--- src/rtl/pulse_duty_pkg.sv ---
package pulse_duty_pkg;

  typedef enum logic [1:0] {
    DUTY_EIGHTH    = 2'd0,
    DUTY_QUARTER   = 2'd1,
    DUTY_HALF      = 2'd2,
    DUTY_QUARTER_N = 2'd3
  } duty_mode_e;

  // Number of high steps in a period of `steps` for the non-inverted modes.
  function automatic int unsigned high_steps(input int unsigned mode, input int unsigned steps);
    case (mode)
      0:       return steps / 8;
      1:       return steps / 4;
      default: return steps / 2;
    endcase
  endfunction

  // Pattern bit at position `pos`. High positions sit at the top, because
  // the counter reaches the top first after a restart to 0.
  function automatic logic pattern_bit(input int unsigned mode, input int unsigned pos,
                                       input int unsigned steps);
    logic hi;
    if (mode == 3) begin
      hi = (pos >= steps - high_steps(1, steps));
      return ~hi;
    end
    return (pos >= steps - high_steps(mode, steps));
  endfunction

endpackage

--- src/rtl/pulse_duty_counter.sv ---
module pulse_duty_counter #(
  parameter int unsigned STEPS = 8,
  localparam int unsigned CW = $clog2(STEPS)
) (
  input  logic          clk_i,
  input  logic          rst_ni,
  input  logic          tick_i,
  input  logic          restart_i,
  output logic [CW-1:0] pos_o
);

  logic [CW-1:0] pos_q, pos_d;

  // A restart outranks a tick in the same cycle.
  always_comb begin
    pos_d = pos_q;
    if (restart_i)   pos_d = '0;
    else if (tick_i) pos_d = pos_q - 1'b1;
  end

  always_ff @(posedge clk_i or negedge rst_ni) begin
    if (!rst_ni) pos_q <= '0;
    else         pos_q <= pos_d;
  end

  assign pos_o = pos_q;

endmodule

--- src/rtl/pulse_duty_table.sv ---
module pulse_duty_table
  import pulse_duty_pkg::*;
#(
  parameter int unsigned STEPS = 8,
  localparam int unsigned CW = $clog2(STEPS),
  localparam int unsigned NMODES = 4
) (
  input  duty_mode_e    mode_i,
  input  logic [CW-1:0] pos_i,
  output logic          level_o
);

  logic [NMODES-1:0][STEPS-1:0] rows;

  for (genvar m = 0; m < NMODES; m++) begin : g_mode
    for (genvar p = 0; p < STEPS; p++) begin : g_pos
      assign rows[m][p] = pattern_bit(m, p, STEPS);
    end
  end

  assign level_o = rows[mode_i][pos_i];

endmodule

--- src/rtl/pulse_duty_seq.sv ---
module pulse_duty_seq
  import pulse_duty_pkg::*;
#(
  parameter int unsigned STEPS = 8,
  localparam int unsigned CW = $clog2(STEPS)
) (
  input  logic       clk_i,
  input  logic       rst_ni,
  input  logic       tick_i,
  input  logic       period_hi_wr_i,
  input  logic [1:0] duty_mode_i,
  output logic       level_o
);

  logic [CW-1:0] pos;
  duty_mode_e    mode_eff;

  // Force mode 0 while in reset so the output stays low.
  assign mode_eff = rst_ni ? duty_mode_e'(duty_mode_i) : DUTY_EIGHTH;

  pulse_duty_counter #(.STEPS(STEPS)) i_counter (
    .clk_i     (clk_i),
    .rst_ni    (rst_ni),
    .tick_i    (tick_i),
    .restart_i (period_hi_wr_i),
    .pos_o     (pos)
  );

  pulse_duty_table #(.STEPS(STEPS)) i_table (
    .mode_i  (mode_eff),
    .pos_i   (pos),
    .level_o (level_o)
  );

endmodule

--- config.mk ---
export PLATFORM = sky130hd
export DESIGN_NAME = pulse_duty_seq
export DESIGN_NICKNAME = d
export VERILOG_FILES = /design/src/rtl/pulse_duty_pkg.sv /design/src/rtl/pulse_duty_counter.sv /design/src/rtl/pulse_duty_table.sv /design/src/rtl/pulse_duty_seq.sv
export SDC_FILE = /design/constraint.sdc
export NUM_CORES = 1
export LEC_CHECK = 0
export BUFFER_PORTS_ARGS = -buffer_cell sky130_fd_sc_hd__buf_2
export CAP_MARGIN = 25
export CORE_AREA = 2 2 39 41
export CTS_CLUSTER_SIZE = 25
export DETAILED_ROUTE_END_ITERATION = 16
export DIE_AREA = 0 0 41 43
export GPL_TIMING_DRIVEN = 0
export HOLD_SLACK_MARGIN = 0.06
export PLACE_DENSITY = 0.3
export SYNTH_ARGS = -nofsm -noshare
export SYNTH_HDL_FRONTEND = slang
export SYNTH_SLANG_ARGS = --single-unit
--- constraint.sdc ---
create_clock -name clk_i -period 3.4 [get_ports clk_i]
set_clock_uncertainty 0.2 [all_clocks]
set_input_delay 0 -clock clk_i [delete_from_list [all_inputs] [get_ports clk_i]]
set_output_delay 0 -clock clk_i [all_outputs]
set_load 0.02 [all_outputs]
==> out/results.ini <==
[clock_network]
htree_levels = 1
path_clk_slew_ns = 0.03
root_buffer = clkbuf_4
cts_tree = built
cts_buffers = 3
cts_resized = 0
worstSkewPairLatency_ns = 0.23
cts.sinks = 3
cts_buffer_depth = 2

[setup_path]
endpoint_kind = output port
critical_path_class = primary input to output port
worstPathRequired_ns = 3.20
critPathSlowestCell = dlygate4sd3_1
worstPathCellList = dlygate4sd3_1 > buf_2 > and2_1 > ha_1 > o2111ai_1 > nand3_1 > buf_2
cpLargestDelayFamily = buffers and inverters
path_common_cell = buf_2
critPathBufInv = 3
cp-start-kind = primary input
slowest_delay_ns = 0.53
cp.arrival_ns = 1.52
crit_fanout = 3

[logic_synthesis]
synth.avg_cell_area_sq_um = 9.157
ys_seq_elements = 3
synth_flop_cell = dfrtp_1
yosys_warnings = 0
ys_types = 12
synth_area_sq_um = 201.4
synth-async-reset-ratio = 1.000
yosys-top-cells-count = 3 x dfrtp_1, 3 x ha_1, 3 x nor2_1
ys_seq_area_frac = 0.3727
syn-num-nets = 31
synth.top_cell.area_share = 0.3727
synthTopCellsByArea = dfrtp_1 37%, ha_1 19%, and2_1 6.2%
yosysTopAreaCell = dfrtp_1
syn_inst = 22
synth_edf_count = 0

[floorplanning]
die_y_microns = 43
dieArea_sq_um = 1763
core_area_sq_um = 1384
die_width_microns = 41
num_rows = 14
ioPinCount = 7
initial_core_util = 0.1456

[grt]
overflow = 0
grt_max_degree = 5
globalRouteTotalUtil = 0.06445
grt_pass1_wl_microns = 683
antenna_found_initial = 0
grt_pass1_vias = 168

[drt]
wl_microns = 414
dr.pass1.iters = 2
ant_nets = 0
wire_per_inst_microns = 7.811
drc = 0
via_per_inst = 3.585
vias = 190
drtIter0Drc = 4

[sta]
max_freq_mhz = 581.6
hold_viol = 0
fin_setup_tns_ns = 0
drv_slew = 0
rsz0062_at_grt = no
finalCriticalPeriod_ns = 1.719
relSlewSlack = 0.8446
setup_violations = 0
tightestPinTransition_ns = 0.2316
min_period_over_period = 0.5057

[power_and_ir_drop]
power_frac_seq = 0.336
leakagePower_nw = 0.1617
switching_share = 0.2522
ir_drop_mv = 0.1816
switchingPower_w = 0.00003323
power_frac_comb = 0.202
internal_power_w = 0.00009852
clkPwrFrac = 0.461
power_density_nw_per_um2 = 401.9

[layout]
fin_util = 0.2369
fin_nets = 47
largest_register_ffs = 3
drive_gt1_frac = 0.2432
diodes = 0
area_delta_synth_final_pct = 62.73
fin_cells = 53

[outcome]
status = finished, final reports clean

[flow_run]
maxCapViolCount = 0

[placed_design]
port_buffers = 6
dpl.cell_count = 44
gp_congestion = 0.6024

[min_path]
hold_class = primary input to flop

==> cell usage in the layout, fill, tap and decap left out <==
master / count
ha_1: 3
nor2_1: 3
clkbuf_1: 1
buf_2: 6
xor2_1: 1
o2111ai_1: 1
inv_1: 2
nand2b_1: 1
xnor2_1: 1
and2_1: 2
a211oi_1: 1
dfrtp_1: 3
nand2_1: 2
clkbuf_4: 3
nand3_1: 2
dlygate4sd3_1: 5
==> what timing repair did <==
| item | in CTS | in global routing |
|---|---|---|
| hold endpoints to repair | 6 | 0 |
| hold buffers | 5 | 0 |
| buffers inserted | 0 | 0 |
| setup endpoints to repair | 0 | 0 |
==> tightest hold or removal path, cell delays in order <==
cell and delay, ns:
dlygate4sd3_1 0.52, buf_2 0.12, nor2_1 0.05
==> path summary, 6_finish.rpt <==
kind,start,end,slack (ns),cells past startpoint
max,rst_ni,level_o,1.68,7
min,period_hi_wr_i,i_counter.pos_o[2],0.30,3
max reg2reg,i_counter.pos_o[0],i_counter.pos_o[0],1.89,3
min reg2reg,i_counter.pos_o[1],i_counter.pos_o[1],0.39,2
max in group asynchronous,rst_ni,i_counter.pos_o[1],2.37,3
min in group asynchronous,rst_ni,i_counter.pos_o[0],0.47,3
==> final cells by class <==
type                            instances  area [sq um]
Sequential cell                         3         75.07
Inverter                                2         7.507
Fill cell                             160          1056
Multi-Input combinational cell         17         118.9
Tap cell                               16         20.02
Timing Repair Buffer                   11         80.08
Clock buffer                            4         26.28
==> power groups by stage <==
stage | clock network [W] | logic, W | registers, W
floorplan | 0 | 0.0000140 | 0.0000435
global placement | 0 | 0.0000215 | 0.0000448
detailed placement | 0 | 0.0000213 | 0.0000448
CTS | 0.0000636 | 0.0000270 | 0.0000444
global route | 0.0000681 | 0.0000307 | 0.0000449
finish | 0.0000608 | 0.0000267 | 0.0000443
==> cells by family (layout without fill, tap and decap cells) <==
family | after synthesis | after routing | share of synthesized area
XOR/XNOR | 2 | 2 | 0.08697
buffers and inverters | 2 | 17 | 0.03728
flip-flops | 3 | 3 | 0.3727
AND/OR/NAND/NOR | 10 | 10 | 0.2360
AO/OA/AOI/OAI | 2 | 2 | 0.08077
adder cells (fa/ha/maj) | 3 | 3 | 0.1864
==> metrics by stage <==
stage               area, sq um  hold WS (ns)  setup slack [ns]   power (W)
floorplan                 201.4       -0.4956             2.212  0.00005755
global placement          251.5       -0.3961             2.066  0.00006629
detailed placement        251.5       -0.3895             2.096  0.00006612
CTS                       327.8        0.2999             1.659   0.0001350
global route              327.8        0.3308             1.547   0.0001437
finish                    327.8        0.2958             1.681   0.0001318
==> metal layers <==
| metal | track usage | up-vias | wire length, microns |
|---|---|---|---|
| met2 | 0.05625 | 4 | 193 |
| met3 | 0.06283 | 0 | 24 |
| met5 | 0 | - | 0 |
| met1 | 0.09091 | 84 | 196 |
| met4 | 0.04000 | 0 | 0 |
| li1 | - | 102 | - |
No activity file was read; power rests on OpenSTA's default activity.
